--- src/rtl/acc_cpu_pkg.sv ---
package acc_cpu_pkg;
  localparam int INSTR_W = 16;
  localparam int OPC_W   = 4;
  localparam int OPND_W  = INSTR_W - OPC_W;

  typedef enum logic [OPC_W-1:0] {
    OPC_JMP  = 4'h1,
    OPC_STR  = 4'h2,
    OPC_ADDI = 4'h3,
    OPC_ANDR = 4'h4,
    OPC_BZ   = 4'h5
  } opcode_e;

  typedef enum logic { ALU_ADD = 1'b0, ALU_AND = 1'b1 } alu_sel_e;

  typedef struct packed {
    logic     is_jmp;
    logic     is_bz;
    logic     reg_wr;
    logic     acc_wr;
    alu_sel_e alu_sel;
  } ctrl_t;
endpackage

--- src/rtl/acc_cpu_decode.sv ---
module acc_cpu_decode
  import acc_cpu_pkg::*;
(
  input  logic [INSTR_W-1:0] instr,
  output ctrl_t              ctrl
);
  logic [OPC_W-1:0] opc;
  assign opc = instr[INSTR_W-1 -: OPC_W];

  always_comb begin
    ctrl = '{is_jmp: 1'b0, is_bz: 1'b0, reg_wr: 1'b0, acc_wr: 1'b0, alu_sel: ALU_ADD};
    case (opc)
      OPC_JMP:  ctrl.is_jmp = 1'b1;
      OPC_STR:  ctrl.reg_wr = 1'b1;
      OPC_ADDI: ctrl.acc_wr = 1'b1;
      OPC_ANDR: begin
        ctrl.acc_wr  = 1'b1;
        ctrl.alu_sel = ALU_AND;
      end
      OPC_BZ:   ctrl.is_bz = 1'b1;
      default:  ;
    endcase
  end
endmodule

--- src/rtl/acc_cpu_alu.sv ---
module acc_cpu_alu
  import acc_cpu_pkg::*;
#(
  parameter int DATA_W = 16
) (
  input  logic [DATA_W-1:0] acc,
  input  logic [OPND_W-1:0] imm,
  input  logic [DATA_W-1:0] reg_val,
  input  alu_sel_e          sel,
  output logic [DATA_W-1:0] result,
  output logic              is_zero
);
  logic [DATA_W-1:0] imm_ext;
  assign imm_ext = DATA_W'(imm);

  always_comb begin
    if (sel == ALU_AND) result = acc & reg_val;
    else                result = acc + imm_ext;
    is_zero = (result == '0);
  end
endmodule

--- src/rtl/acc_cpu_regfile.sv ---
module acc_cpu_regfile #(
  parameter int DATA_W  = 16,
  parameter int REG_CNT = 8,
  localparam int SEL_W  = $clog2(REG_CNT)
) (
  input  logic              clk,
  input  logic              rst_n,
  input  logic              wr_en,
  input  logic [SEL_W-1:0]  waddr,
  input  logic [DATA_W-1:0] wdata,
  input  logic [SEL_W-1:0]  raddr,
  output logic [DATA_W-1:0] rdata
);
  logic [DATA_W-1:0] regs_q [REG_CNT];

  for (genvar i = 0; i < REG_CNT; i++) begin : g_reg
    logic en;
    assign en = wr_en && (waddr == SEL_W'(i));
    always_ff @(posedge clk or negedge rst_n) begin
      if (!rst_n)  regs_q[i] <= '0;
      else if (en) regs_q[i] <= wdata;
    end
  end

  assign rdata = regs_q[raddr];

  // the selected register holds the stored value after the edge
  p_store_lands_r4: assert property (@(posedge clk) disable iff (!rst_n)
    wr_en |=> regs_q[$past(waddr)] == $past(wdata));

  // the whole bank is clear while reset is held
  p_bank_clear_r1: assert property (@(posedge clk)
    !rst_n |-> rdata == '0);
endmodule

--- src/rtl/acc_cpu.sv ---
module acc_cpu
  import acc_cpu_pkg::*;
#(
  parameter int DATA_W    = 16,
  parameter int REG_CNT   = 8,
  parameter int ROM_DEPTH = 16,
  parameter logic [INSTR_W-1:0] PROG [ROM_DEPTH] = '{default: '0}
) (
  input  logic                         clk,
  input  logic                         rst_n,
  output logic [$clog2(ROM_DEPTH)-1:0] pc_o,
  output logic [DATA_W-1:0]            acc_o,
  output logic                         zero_o
);
  localparam int PC_W  = $clog2(ROM_DEPTH);
  localparam int SEL_W = $clog2(REG_CNT);

  logic [PC_W-1:0]    pc_q, pc_d;
  logic [DATA_W-1:0]  acc_q, acc_d;
  logic               zero_q, zero_d;
  logic               acc_en;
  logic [INSTR_W-1:0] instr;
  ctrl_t              ctl;
  logic [DATA_W-1:0]  reg_val, alu_res;
  logic               alu_zero;
  logic [SEL_W-1:0]   rsel;
  logic [PC_W-1:0]    target;

  assign instr  = PROG[pc_q];
  assign rsel   = instr[SEL_W-1:0];
  assign target = instr[PC_W-1:0];

  acc_cpu_decode u_dec (
    .instr (instr),
    .ctrl  (ctl)
  );

  acc_cpu_regfile #(.DATA_W(DATA_W), .REG_CNT(REG_CNT)) u_rf (
    .clk   (clk),
    .rst_n (rst_n),
    .wr_en (ctl.reg_wr),
    .waddr (rsel),
    .wdata (acc_q),
    .raddr (rsel),
    .rdata (reg_val)
  );

  acc_cpu_alu #(.DATA_W(DATA_W)) u_alu (
    .acc     (acc_q),
    .imm     (instr[OPND_W-1:0]),
    .reg_val (reg_val),
    .sel     (ctl.alu_sel),
    .result  (alu_res),
    .is_zero (alu_zero)
  );

  always_comb begin
    pc_d   = pc_q + 1'b1;
    if (ctl.is_jmp || (ctl.is_bz && zero_q)) pc_d = target;
    acc_en = ctl.acc_wr;
    acc_d  = alu_res;
    zero_d = alu_zero;
  end

  always_ff @(posedge clk or negedge rst_n) begin
    if (!rst_n) pc_q <= '0;
    else        pc_q <= pc_d;
  end

  always_ff @(posedge clk or negedge rst_n) begin
    if (!rst_n) begin
      acc_q  <= '0;
      zero_q <= 1'b0;
    end else if (acc_en) begin
      acc_q  <= acc_d;
      zero_q <= zero_d;
    end
  end

  assign pc_o   = pc_q;
  assign acc_o  = acc_q;
  assign zero_o = zero_q;

  // sequential flow advances by one, wrapping at the ROM depth
  p_pc_step_r8: assert property (@(posedge clk) disable iff (!rst_n)
    !(ctl.is_jmp || ctl.is_bz) |=> pc_q == PC_W'($past(pc_q) + 1'b1));

  // a jump lands on its address field
  p_jump_target_r3: assert property (@(posedge clk) disable iff (!rst_n)
    ctl.is_jmp |=> pc_q == $past(target));

  // a branch with the flag set is taken
  p_bz_taken_r7: assert property (@(posedge clk) disable iff (!rst_n)
    (ctl.is_bz && zero_q) |=> pc_q == $past(target));

  // a branch with the flag clear falls through
  p_bz_fall_r7: assert property (@(posedge clk) disable iff (!rst_n)
    (ctl.is_bz && !zero_q) |=> pc_q == PC_W'($past(pc_q) + 1'b1));

  // the flag and the accumulator hold when not written
  p_flag_hold_r9: assert property (@(posedge clk) disable iff (!rst_n)
    !ctl.acc_wr |=> $stable(zero_q) && $stable(acc_q));

  // after an accumulator write the flag matches the new value
  p_flag_match_r9: assert property (@(posedge clk) disable iff (!rst_n)
    ctl.acc_wr |=> zero_q == (acc_q == '0));

  // state is clear while reset is held
  p_reset_clear_r1: assert property (@(posedge clk)
    !rst_n |-> (pc_q == '0 && acc_q == '0 && !zero_q));
endmodule

--- config.mk ---
export PLATFORM = sky130hd
export DESIGN_NAME = acc_cpu
export DESIGN_NICKNAME = d
export VERILOG_FILES = /design/src/rtl/acc_cpu_pkg.sv /design/src/rtl/acc_cpu_decode.sv /design/src/rtl/acc_cpu_alu.sv /design/src/rtl/acc_cpu_regfile.sv /design/src/rtl/acc_cpu.sv
export SDC_FILE = /design/constraint.sdc
export NUM_CORES = 1
export LEC_CHECK = 0
export ABC_AREA = 1
export ABC_CLOCK_PERIOD_IN_PS = 1150
export BUFFER_PORTS_ARGS = -buffer_cell sky130_fd_sc_hd__buf_2
export CORE_AREA = 5 5 42 44
export DETAILED_ROUTE_END_ITERATION = 7
export DIE_AREA = 0 0 47 49
export SLEW_MARGIN = 5
export SYNTH_ARGS = -nofsm -noshare
export SYNTH_HDL_FRONTEND = slang
export SYNTH_SLANG_ARGS = --single-unit
--- constraint.sdc ---
create_clock -name clk -period 1.15 [get_ports clk]
set_input_delay 0.0575 -clock clk [delete_from_list [all_inputs] [get_ports clk]]
set_output_delay 0.0575 -clock clk [all_outputs]
set_load 0.01 [all_outputs]
==> metrics.cfg, run 1 <==
[run_status]
outcome=complete, no violations

[detailed_routing]
wirelength_um=421
ant_nets=0
via_per_inst=2.889
first_iter_violations=3
drc=0
dr.pass1.iters=2
avgRoutedWirePerCell_um=7.796
vias=156

[synthesis]
synth_edf_count=0
ys_warn_count=0
synth.largest_area_cell=buf_4
synth.distinct_cells=9
syn_inst=30
synth.avg_cell_area_um2=9.301
yosysSeqAreaShare_pct=35.87
syn-cell-area_um2=279.0
synthTopCellsByArea=buf_4 46%, dfrtp_1 36%, ha_1 4.5%, xor2_1 3.1%, inv_1 2.7%
yosysMostFrequentCell=buf_4
synth-seq-cells=4
synth_top_area_share_pct=45.74
async_flop_share_pct=100.0
synth-main-ff-cell=dfrtp_1
yosys-top-cells-count=17 x buf_4, 4 x dfrtp_1, 2 x inv_1, 2 x nand2_1

[timing]
fin_setup_tns_ps=0
fin_crit_ps=902.3
clock_skew_ps=2.767
timing.final.crit_share_pct=78.46
rsz0062_at_grt=no
final-hold-violation-count=0
postLayoutSetupSlackWorst_ps=247.7
clock.fmax_ghz=1.108
setup_viol=0
slew_viol_final=0

[clocking]
cts_buffers=3
postCtsSetupBuffers=0
cts_sinks=4
cts_tree=built
clockRootBuffer=clkbuf_4
htreeDepth=1
max-clock-path-buffers=2
holdBufCountCts=1
clk_pin_slew_ps=40
ctsResizeCount=0
clk_latency_ps=240

[critical_path]
worstSetupPathType=reg2reg
r2r_cells=2
cp_max_fo=5
worstPathArrival_ps=1020
cp.required_ps=1270
cp-start-kind=flip-flop
worst_setup_path_end_kind=flip-flop

[global_routing]
grt_busiest_layer=met3
grt_use_met1_pct=4.646
grt_pass1_vias=158
antenna_found_initial=0
grt_use_total_pct=5.293
grt_first_pass_wirelength_um=752
grt_max_degree=6
use_met3_pct=7.749
use_met2_pct=6.109
gr-total-overflow=0

[die]
core_area_um2=1401
fp.dieW_um=47
rows=14
die_y_um=49
start_util_pct=19.91
io_pins=23
die_area_um2=2303

[final_layout]
largest_reg_flops=4
final_nets=43
area_growth_pct=3.587
regArea_um2=100.1
antenna_cells=0
nFillCells=162
drive_gt1_share_pct=21.05
multiInputGateArea_um2=103.9

[place]
gp_congestion=0.7351
place_ws_ps=242.2
placement.io_buffers=5
hpwl_um=327

[power_and_ir_drop]
p_leak_nw=0.1829
power_density_nw_per_um2=1210
ir_drop_v=0.0004006

[worst_hold_path]
holdCritPathClass=in2async

[job]
drv_cap=0

[worst paths after layout]
path                          from  endpoint  slack [ps]
max                        pc_o[0]   pc_o[2]         250
min                          rst_n   pc_o[3]         160
max reg2reg                pc_o[0]   pc_o[2]         250
min reg2reg                pc_o[0]   pc_o[0]         490
max in group asynchronous    rst_n   pc_o[0]         860
min in group clk           pc_o[0]   pc_o[0]         490
[kinds of logic after synthesis]
kind of cell / share of synthesized area [%]
other: 1.344
adders and majority gates: 4.484
xor gates and xnor gates: 3.140
and+or+nand+nor: 6.727
DFF: 35.88
buffers and inverters: 48.43
[per-stage QoR]
stage / area [µm²] / util (%) / total power [W] / cells / hold WS (ps)
global route: 289.0 / 20.63 / 0.0003852 / 54 / 176.9
detailed placement: 256.5 / 18.30 / 0.0001713 / 50 / -132.0
finish: 289.0 / 20.63 / 0.0003496 / 54 / 162.4
global placement: 256.5 / 18.30 / 0.0001712 / 50 / -133.8
CTS: 289.0 / 20.63 / 0.0003594 / 54 / 155.8
floorplan: 339.1 / - / 0.0002103 / 46 / -238.1
[placed cells by master, fill, tap and decap left out]
cell,instances
buf_2,5
clkbuf_4,3
conb_1,17
dfrtp_1,4
dlygate4sd3_1,1
ha_1,1
inv_1,2
nand2_1,2
nand3_1,1
nand4_1,1
xor2_1,1
[critical path, cell delays in order (launching register included)]
cell	delay, ps
dfrtp_1	410
ha_1	220
xor2_1	150
[report_power, final]
group | leakage, nW | total (W) | internal (W) | switching [W]
combinational | 0.117 | 0.0000323 | 0.00000345 | 0.0000289
sequential | 0.0518 | 0.000142 | 0.000142 | 0
clock | 0.0138 | 0.000176 | 0.000117 | 0.0000589
[cell type report]
class	instances	share of cell area [%]
flip-flops and latches	4	34.63
well taps	16	6.926
clock buffers	3	7.792
repair buffers	6	12.12
multi-input cells	23	35.93
inverters	2	2.597
[metal layers]
layer  vias up  part of all wire, %
met1        68                   38
met5         -                    0
met2        14                   40
met4         0                    0
li1         74                    -
met3         0                   22
Power figures use the tool's default switching activity.
==> inputs of run 2 (changes only) <==
Settings changed: ABC_CLOCK_PERIOD_IN_PS 1150 to 800.
Clock period 1.15 ns to 0.8 ns, I/O delays scaled along.
==> run 2 against run 1 <==
  * The run now ends with negative setup slack left
  * Sequential cell count is the same
  * Register-to-register slack got worse by 330 ps
  * Core utilization up 4.8 points
  * Clock-buffer cell count unchanged
  * Total power rose by 42%
  * Worst setup slack worse by 350 ps
  * Worst hold slack lost 25 ps
  * Critical endpoint is now pc_o[0]
==> metrics.cfg, run 2 (same netlist as run 1, synthesis figures left out) <==
[worst_hold_path]
holdCritPathClass=in2async

[timing]
clock_skew_ps=1.671  ; -1.096 ps
postLayoutSetupSlackWorst_ps=-100.4  ; -348.1 ps
fin_setup_tns_ps=-311.6  ; -311.6 ps
slew_viol_final=0  ; unchanged
rsz0062_at_grt=yes
timing.final.crit_share_pct=112.6
final-hold-violation-count=0  ; unchanged
fin_crit_ps=900.4
clock.fmax_ghz=1.111
setup_viol=5  ; +5

[die]
die_y_um=49  ; unchanged
die_area_um2=2303  ; unchanged
rows=14  ; unchanged
start_util_pct=19.91  ; unchanged
core_area_um2=1401  ; unchanged
io_pins=23  ; unchanged
fp.dieW_um=47  ; unchanged

[clocking]
clk_pin_slew_ps=40  ; about the same
cts_buffers=3  ; unchanged
cts_tree=built
cts_sinks=4  ; unchanged
clockRootBuffer=clkbuf_4
htreeDepth=1  ; unchanged
clk_latency_ps=230  ; about the same
max-clock-path-buffers=2  ; unchanged

[critical_path]
critPathMaxStageDelay_ps=390  ; -20 ps
r2r_cells=5  ; +3
rrSetupSlack_ps=-80  ; -330 ps
crit_top_cell=buf_6
worstPathArrival_ps=860  ; -160 ps
worst_setup_path_end_kind=primary output
cp.required_ps=760  ; -510 ps
worstPathCellList=buf_6 > buf_6
worstSetupPathType=reg2out
cp-start-kind=flip-flop
cp_max_fo=3  ; -2
regToRegStartpoint=pc_o[0]
cp_slowest_cell=dfrtp_1
path_delay_family=flip-flops
r2r-end=pc_o[3]
cp.buffers_inverters=2  ; +2

[place]
hpwl_um=366  ; +12%
placement.io_buffers=5  ; unchanged
place_ws_ps=-46.20  ; -288.4 ps
dp.cells=52  ; +4.0%
gp_congestion=0.6186  ; -16%

[global_routing]
grt_use_total_pct=5.932  ; +0.64 points
grt_max_degree=5  ; -1
gr-total-overflow=0  ; unchanged
grt_pass1_vias=228  ; +44%
grt_first_pass_wirelength_um=917  ; +22%
antenna_found_initial=0  ; unchanged

[power_and_ir_drop]
p_total_w=0.0004948  ; +42%
switching_share_pct=24.03  ; -1.1 points
power_density_nw_per_um2=1388  ; +15%
p_leak_nw=0.2187  ; +20%
switching_power_w=0.0001189  ; +35%
seqPwrFrac_pct=41.1  ; +0.6 points
power_frac_comb_pct=9.4  ; about the same
ir_drop_v=0.0006415  ; +60%
p_clk_share_pct=49.5  ; -0.8 points
power.internal_w=0.0003759  ; +44%

[final_layout]
nFillCells=161  ; -0.62%
final_nets=49  ; +14%
layout_common_cells=17 x conb_1, 4 x buf_6, 4 x dfrtp_1, 4 x buf_4
fin_cells=60  ; +11%
largest_reg_flops=4  ; unchanged
fin_util_pct=25.45  ; +4.8 points
area_growth_pct=27.80
drive_gt1_share_pct=34.09  ; +13 points
antenna_cells=0  ; unchanged
layout.cells.most_common=conb_1

[run_status]
violations=negative setup slack
outcome=finished with violations

[detailed_routing]
via_per_inst=3.150  ; +9.0%
ant_nets=0  ; unchanged
drc=0  ; unchanged
first_iter_violations=1  ; -2
wirelength_um=507  ; +20%
vias=189  ; +21%
dr.pass1.iters=2  ; unchanged
avgRoutedWirePerCell_um=8.450  ; +8.4%

[job]
drv_cap=0  ; unchanged

[run 2: routing by layer]
layer | share of wire, % | track usage [%] | vias up | wire [µm]
li1 | - | - | 85 | -
met2 | 62 | 9.955 | 13 | 316
met5 | 0 | 0 | - | 0
met4 | 2.8 | 9.217 | 0 | 14
met1 | 22 | 3.548 | 89 | 113
met3 | 12 | 1.476 | 2 | 63
[run 2: timing repair]
item | 4_1_cts | 5_1_grt
resized for setup | 4 | 0
hold endpoints to repair | 4 | 0
gates cloned | 0 | 0
hold buffers | 1 | 0
pin swaps | 2 | 3
endpoints found under the setup margin | 5 | 7
setup buffers | 3 | 1
[run 2: final cells by class]
| class | count | area [µm²] | area share (%) |
|---|---|---|---|
| inverters | 2 | 7.507 | 2.105 |
| clock buffers | 3 | 22.52 | 6.316 |
| well taps | 16 | 20.02 | 5.614 |
| flip-flops and latches | 4 | 100.1 | 28.07 |
| multi-input cells | 23 | 106.4 | 29.82 |
| repair buffers | 12 | 100.1 | 28.07 |
[run 2: power by group through the flow]
stage / Clock [W] / Sequential [W] / Combinational (W)
finish: 0.000245 / 0.000203 / 0.0000463
global route: 0.000279 / 0.000203 / 0.0000525
CTS: 0.000264 / 0.000203 / 0.0000438
detailed placement: 0 / 0.000206 / 0.0000401
global placement: 0 / 0.000206 / 0.0000400
floorplan: 0 / 0.000206 / 0.0000962
[run 2: metrics by stage]
step,instance area [µm²],hold slack [ps]
3_3_place_gp,274.0,-151.9
2_1_floorplan,341.6,-255.6
3_5_place_dp,274.0,-151.1
5_1_grt,356.6,139.8
4_1_cts,349.1,130.0
6_report,356.6,137.0
[run 2: how the worst max path moves through the flow]
stage | from | to | slack, ps | depth (start not counted)
after floorplan | pc_o[0] | pc_o[2] | -90 | 2
after global placement | pc_o[1] | pc_o[2] | -10 | 2
after detailed placement | pc_o[0] | pc_o[2] | -50 | 2
after CTS | pc_o[0] | pc_o[0] | -110 | 2
after global routing | pc_o[0] | pc_o[0] | -150 | 2
final | pc_o[0] | pc_o[0] | -100 | 2
==> inputs of run 3 (changes only) <==
==> constraint.sdc (replaced) <==
create_clock -name clk -period 0.8 [get_ports clk]
set_input_delay 0.24 -clock clk [delete_from_list [all_inputs] [get_ports clk]]
set_output_delay 0.24 -clock clk [all_outputs]
set_load 0.01 [all_outputs]
==> run 3 against run 2 <==
  * Register-to-register slack worse by 70 ps
  * Total power down 0.97%
  * Worst hold slack better by 220 ps
  * Sequential power about the same
  * Core utilization down 1.4 points
  * First-iteration DRC count unchanged
  * Non-clock buffer count unchanged
  * Highest routed layer is now met3
  * Clock-buffer cell count unchanged
  * The run still ends with negative setup slack left
  * Wire length down 10%
  * Sequential cell count unchanged
  * Maximum frequency down 8.5%
==> metrics.cfg, run 3 (same netlist as run 1, synthesis figures left out) <==
[run_status]
outcome=finished with violations
violations=negative setup slack

[final_layout]
final_nets=49  ; unchanged
largest_reg_flops=4  ; unchanged
antenna_cells=0  ; unchanged
layout_common_cells=17 x conb_1, 6 x buf_4, 5 x buf_2
area_growth_pct=20.63
layout.cells.most_common=conb_1
drive_gt1_share_pct=34.09  ; unchanged

[critical_path]
path_delay_family=flip-flops
worstPathCellList=buf_2
cp_max_fo=2  ; -1
r2r-end=pc_o[2]
worstPathArrival_ps=740  ; -120 ps
rrSetupSlack_ps=-150  ; -70 ps
cp_slowest_cell=dfrtp_1
r2r_cells=3  ; -2
critPathMaxStageDelay_ps=370  ; -20 ps
worst_setup_path_end_kind=primary output
worstSetupPathType=reg2out
cp.buffers_inverters=1  ; -1
cp.required_ps=560  ; -200 ps
regToRegStartpoint=pc_o[1]
cp-start-kind=flip-flop

[die]
io_pins=23  ; unchanged
die_y_um=49  ; unchanged
rows=14  ; unchanged
die_area_um2=2303  ; unchanged
fp.dieW_um=47  ; unchanged
start_util_pct=19.91  ; unchanged
core_area_um2=1401  ; unchanged

[global_routing]
grt_max_degree=5  ; unchanged
gr-total-overflow=0  ; unchanged
antenna_found_initial=0  ; unchanged
grt_first_pass_wirelength_um=765  ; -17%
grt_pass1_vias=174  ; -24%
grt_use_total_pct=4.873  ; -1.1 points

[timing]
rsz0062_at_grt=yes
fin_crit_ps=983.5  ; +83.14 ps
fin_setup_tns_ps=-1036  ; -724.0 ps
slew_viol_final=0  ; unchanged
timing.final.crit_share_pct=122.9  ; +10 points
clock.fmax_ghz=1.017  ; -8.5%
final-hold-violation-count=0  ; unchanged
setup_viol=7  ; +2
postLayoutSetupSlackWorst_ps=-183.5  ; -83.14 ps
clock_skew_ps=2.234  ; +0.5629 ps

[detailed_routing]
first_iter_violations=1  ; unchanged
drc=0  ; unchanged
avgRoutedWirePerCell_um=7.583  ; -10%
vias=178  ; -5.8%
dr.pass1.iters=2  ; unchanged
wirelength_um=455  ; -10%
ant_nets=0  ; unchanged
via_per_inst=2.967  ; -5.8%

[place]
placement.io_buffers=5  ; unchanged
hpwl_um=334.4  ; -8.6%
gp_congestion=0.6113  ; -1.2%
place_ws_ps=-43.61  ; +2.594 ps

[job]
drv_cap=0  ; unchanged

[clocking]
cts_sinks=4  ; unchanged
clk_latency_ps=230  ; about the same
clk_pin_slew_ps=40  ; about the same
clockRootBuffer=clkbuf_4
cts_buffers=3  ; unchanged
ctsResizeCount=0  ; -4
max-clock-path-buffers=2  ; unchanged
cts_tree=built
htreeDepth=1  ; unchanged

[power_and_ir_drop]
p_total_w=0.0004900  ; -0.97%
power_density_nw_per_um2=1456  ; +4.9%
p_leak_nw=0.2120  ; -3.1%
ir_drop_v=0.0006644  ; +3.6%

[worst_hold_path]
holdCritPathClass=in2async

## run 3: metal layers
metal / up-vias / part of all wire (%) / global-route usage, %
met5: - / 0 / 0
met4: 0 / 0 / 6.912
met3: 0 / 13 / 1.476
met2: 11 / 58 / 7.692
met1: 78 / 30 / 3.548
li1: 89 / - / -
## run 3: worst max-delay path by stage
stage	endpoint	slack [ps]	start	cells past startpoint
2_1_floorplan	pc_o[2]	-90	pc_o[0]	2
3_3_place_gp	pc_o[2]	-40	pc_o[1]	2
3_5_place_dp	pc_o[2]	-40	pc_o[1]	2
4_1_cts	pc_o[1]	-190	pc_o[1]	1
5_1_grt	pc_o[0]	-230	pc_o[0]	1
6_report	pc_o[0]	-180	pc_o[0]	1
## run 3: per-stage QoR
step           area, µm²  std cells  hold WS (ps)  utilization [%]
6_report           336.6         60         352.1            24.02
5_1_grt            336.6         60         359.3            24.02
4_1_cts            336.6         60         337.7            24.02
3_5_place_dp       274.0         52         49.56            19.55
3_3_place_gp       274.0         52         48.21            19.55
2_1_floorplan      341.6         46        -55.59                -
## run 3: cell type report
class,count,area (µm²)
Clock buffer,3,22.52
Tap cell,16,20.02
Fill cell,154,1065
Inverter,2,7.507
Timing Repair Buffer,12,80.08
Sequential cell,4,100.1
Multi-Input combinational cell,23,106.4
## run 3: what timing repair did
item                                    in CTS  in global routing
hold endpoints to repair                     4                  0
pin swaps                                    0                  1
hold buffers                                 1                  0
endpoints found under the setup margin       5                  7
setup buffers                                4                  0
## run 3: where the power goes
group	leakage, nW	internal [W]	total [W]	switching (W)
clock network	0.0138	0.000167	0.000240	0.0000728
logic	0.146	0.00000497	0.0000465	0.0000415
registers	0.0518	0.000204	0.000204	0
